### config.mk
export PLATFORM = sky130hd
export DESIGN_NAME = comma_deser
export DESIGN_NICKNAME = d
export VERILOG_FILES = /design/src/rtl/comma_deser.sv
export SDC_FILE = /design/constraint.sdc
export NUM_CORES = 1
export LEC_CHECK = 0
export ABC_AREA = 1
export BUFFER_PORTS_ARGS = -buffer_cell sky130_fd_sc_hd__buf_2
export CORE_ASPECT_RATIO = 1.1
export CORE_MARGIN = 2
export CORE_UTILIZATION = 52
export CTS_CLUSTER_SIZE = 25
export DETAILED_ROUTE_END_ITERATION = 10
export PLACE_DENSITY = 0.86
export RECOVER_POWER = 100
export SLEW_MARGIN = 20
export SYNTH_ARGS = -nofsm -noshare
export SYNTH_HDL_FRONTEND = slang
export SYNTH_SLANG_ARGS = --single-unit
### constraint.sdc
create_clock -name clk -period 1.6 [get_ports clk]
set_clock_uncertainty 0.15 [all_clocks]
set_input_delay 0.16 -clock clk [delete_from_list [all_inputs] [get_ports clk]]
set_output_delay 0.16 -clock clk [all_outputs]
set_load 0.02 [all_outputs]
### src/rtl/comma_deser.sv
module comma_deser #(
  parameter int W = 10
) (
  input  logic         clk,
  input  logic         rst_n,
  input  logic         sel,
  input  logic         rx0,
  input  logic         rx1,
  input  logic         frame_en,
  output logic [W-1:0] word_out,
  output logic         comma_det,
  output logic         wclk_a,
  output logic         wclk_b
);
  localparam int CW = $clog2(W);
  localparam int PW = 7;
  localparam logic [W-1:0]  K28P   = 10'b0101111100;
  localparam logic [PW-1:0] PREFIX = 7'b1111100;

  logic          bit_in;
  logic [W-1:0]  win, win_nx;
  logic [CW-1:0] cnt;
  logic          primed, sel_q, phase;
  logic          restart, full_word, hit, emit;

  assign bit_in    = sel ? rx1 : rx0;
  assign win_nx    = {bit_in, win[W-1:1]};
  assign restart   = sel != sel_q;
  assign full_word = cnt == CW'(W-1);
  assign hit       = frame_en && (primed || full_word) && (win_nx[PW-1:0] == PREFIX);
  assign emit      = !restart && (full_word || hit);

  always_ff @(posedge clk or negedge rst_n) begin
    if (!rst_n) begin
      win      <= '0;
      cnt      <= '0;
      primed   <= 1'b0;
      sel_q    <= 1'b0;
      phase    <= 1'b0;
      word_out <= '0;
    end else begin
      win   <= win_nx;
      sel_q <= sel;
      if (restart) begin
        cnt    <= CW'(1);
        primed <= 1'b0;
      end else if (emit) begin
        cnt      <= '0;
        primed   <= 1'b1;
        word_out <= win_nx;
        phase    <= ~phase;
      end else begin
        cnt <= cnt + 1'b1;
      end
    end
  end

  assign comma_det = frame_en && (word_out == K28P);
  assign wclk_a    = phase;
  assign wclk_b    = ~phase;


  upd_on_strobe_chk: assert property (@(posedge clk) disable iff (!rst_n)
    (word_out != $past(word_out)) |-> (wclk_a != $past(wclk_a)));


  comma_gate_chk: assert property (@(posedge clk) disable iff (!rst_n)
    comma_det |-> frame_en);


  sel_restart_chk: assert property (@(posedge clk) disable iff (!rst_n)
    (sel != $past(sel)) |=> $stable(wclk_a));


  comma_emit_chk: assert property (@(posedge clk) disable iff (!rst_n)
    ($rose(comma_det) && $stable(frame_en)) |-> (wclk_a != $past(wclk_a)));
endmodule

==> summary.md <==
| Metric | Value |
|---|---|
| Outcome | `finished, final reports clean` |
| VDD IR-drop max | `0.777 mV` |
| Number of buffers created by CTS | `3` |
| First-pass GRT wire length | `2790 um` |
| Max-slew violation count | `0` |
| Hold Path Depth | `5` |
| Worst R2R End | `word_out[6]$_DFFE_PN0P_` |
| Residual DRC | `0` |
| Io pins | `19` |
| Antenna Violating Nets Remaining | `0` |
| Vias in the first global route | `about 690` |
| Commonest non-fill, non-tap cell in the layout | `nand2_1` |
| CTS clk-pin slew, worst paths | `0.13 ns` |
| Pwr Total | `1.77 mW` |
| Max FO, Critical Path | `3` |
| Post-synthesis cell count | `98` |
| #FFs+latches synth | `26` |
| Number of DRC markers in iteration 0 | `20` |
| Required time of the critical path | `around 1.3 ns` |
| P per Cell Area | `~1500 nW/um^2` |
| Post-DP Area | `1120 um^2` |
| Via count | `738` |
| Layout cells sized above 1 | `13.8%` |
| Max-capacitance violation count | `0` |
| Sum Neg Setup Slack | `0 ns` |
| Worst-Margin Slew | `0.611 ns` |
| Final #Nets | `132` |
| GR Overflow Total | `0` |
| Largest net degree at the start of global routing | `27` |
| PortBufs | `18` |
| GRT Overall Usage | `roughly 17%` |
| Most frequent cells in the layout | `28 x nand2_1, 26 x dfrtp_1, 14 x nand3_1, 10 x clkbuf_1` |
| Number of distinct library cells after synthesis | `17` |
| Yosys top cell by area | `dfrtp_1` |
| Synthesis Warnings | `0` |
| Initial Util | `56.4%` |
| Hold EP | `word_out[9]$_DFFE_PN0P_` |
| Final hold viol count | `0` |
| Final WL | `roughly 1800 um` |
| Sequential share of the synthesized area | `64.0%` |
| Syn_nets | `around 110` |
| Worst skew pair latency | `0.32 ns` |
| CTS tree | `built` |
| Post-DR wirelength/cell | `12.6 um` |
| Max Freq | `638 MHz` |
| Hold crit path type | `primary input to register` |
| Setup Fix Bufs, Post-CTS | `0` |
| Worst Path Arrival | `roughly 1.3 ns` |
| Final period util | `98.0%` |
| Total clock sinks | `26` |
| Nature of the critical path startpoint | `register` |
| Clock Path Buffers | `2` |
| Reg-to-reg startpoint | `cnt[1]$_DFF_PN0_` |
| RSZ-0062 raised after global routing | `true` |
| Finished Cell Area | `roughly 1200 um^2` |
| Gpl congestion | `0.781` |
| Row count | `16` |
| Die Span Y | `50.4 um` |
| Diode count | `0` |
| Antenna violations before repair | `0` |
| Placed cells | `133` |
| Avg Cell Area, Syn | `10.4 um^2` |
| Area of the core | `1800 um^2` |
| FF-to-FF path depth | `7` |
| Final setup fails | `0` |
| Post-detail-place hpwl | `1290 um` |
| H-tree level count | `1` |
| Yosys top cell area share | `around 64%` |
| WS Path Type | `register to primary output` |
| Post-Synthesis Cell Area | `1020 um^2` |
| Reg2reg setup slack | `0.12 ns` |
| Clk root buf | `clkbuf_4` |
| Min cycle time layout | `1.57 ns` |
| Syn-to-layout area delta | `16.3%` |
| Synth area leaders | `dfrtp_1 64%, nand2_1 10%, nand3_1 6.9%` |
| Finished Layout Cells | `approximately 140` |
| Slew margin rel. | `59.3%` |
| Vias per inst | `5.23` |
| Setup crit end kind | `primary output` |
| Die W | `46.1 um` |
| P_leak | `0.612 nW` |
| Hold Path Origin | `rx0` |
| Drt pass-1 iters | `4` |
| Hold_ws | `0.0843 ns` |
| Die ar. | `roughly 2300 um^2` |
power breakdown:
group	switching [mW]	internal, mW	total, mW
sequential	0.120	0.816	0.936
combinational	0.347	0.166	0.514
clock	0.185	0.139	0.324
total	0.653	1.12	1.77
layout make-up:
| class | count | area, um^2 |
|---|---|---|
| sequential | 26 | 651 |
| tap | 18 | 22.5 |
| multi-input combinational | 61 | 314 |
| timing repair buffer | 24 | 128 |
| inverter | 8 | 30.0 |
| fill | 155 | 621 |
| clock buffer | 4 | 36.3 |
how the worst max path moves through the flow:
stage / startpoint / end / slack (ns)
finish: word_out[7]$_DFFE_PN0P_ / comma_det / 0.03
global route: word_out[7]$_DFFE_PN0P_ / comma_det / -0.03
CTS: word_out[7]$_DFFE_PN0P_ / comma_det / 0.02
detailed placement: cnt[1]$_DFF_PN0_ / word_out[6]$_DFFE_PN0P_ / 0.09
global placement: cnt[1]$_DFF_PN0_ / word_out[6]$_DFFE_PN0P_ / 0.15
floorplan: word_out[7]$_DFFE_PN0P_ / comma_det / 0.01
per-layer routing:
| metal | share of wire (%) | global-route usage (%) | up-vias |
|---|---|---|---|
| met5 | 0 | 0 | - |
| met4 | 1.4 | 8.10 | 0 |
| met3 | 3.5 | 2.52 | 2 |
| met2 | 51 | 26.4 | 19 |
| met1 | 44 | 21.7 | 359 |
| li1 | - | - | 358 |
registers in the layout, summed over array words and instances (netlist names):
register,count
primed,1
wclk_a,1
sel_q,1
cnt,4
win,9
word_out,10
what timing repair did:
item | 4_1_cts | 5_1_grt
endpoints found under the setup margin | 0 | 13
hold buffers | 4 | 0
endpoints found under the hold margin | 28 | 0
gates resized for setup | 0 | 3
metrics by stage:
| step | worst slack [ns] | util (%) |
|---|---|---|
| CTS | 0.0156 | 66.3 |
| global placement | 0.153 | 62.0 |
| finish | 0.0320 | 65.6 |
| global route | -0.0261 | 65.6 |
| detailed placement | 0.0881 | 62.0 |
| floorplan | 0.0113 | - |
worst max-delay path, stage by stage, from the launching register on:
cell and delay [ns]:
dfrtp_1 0.41, inv_1 0.05, nand4_1 0.07, nor4_1 0.21
buf_2 0.20
synthesized netlist by cell type, drive strengths merged:
library cell	n
xor2	1
o21ai	2
o21a	1
dfrtp	26
xnor2	2
buf	3
nand3b	1
nand4	2
nor4	1
nand2	30
ha	2
nand3	14
nor2	5
inv	8
logic make-up after synthesis:
kind of cell | share of synthesized area (%)
xor gates and xnor gates | 3.33
and+or+nand+nor | 22.9
adders and majority gates | 2.46
AOI/OAI and AO/OA | 1.72
DFF | 64.0
buffers and inverters | 5.54
Note: power is estimated with default switching activity, not from simulation.
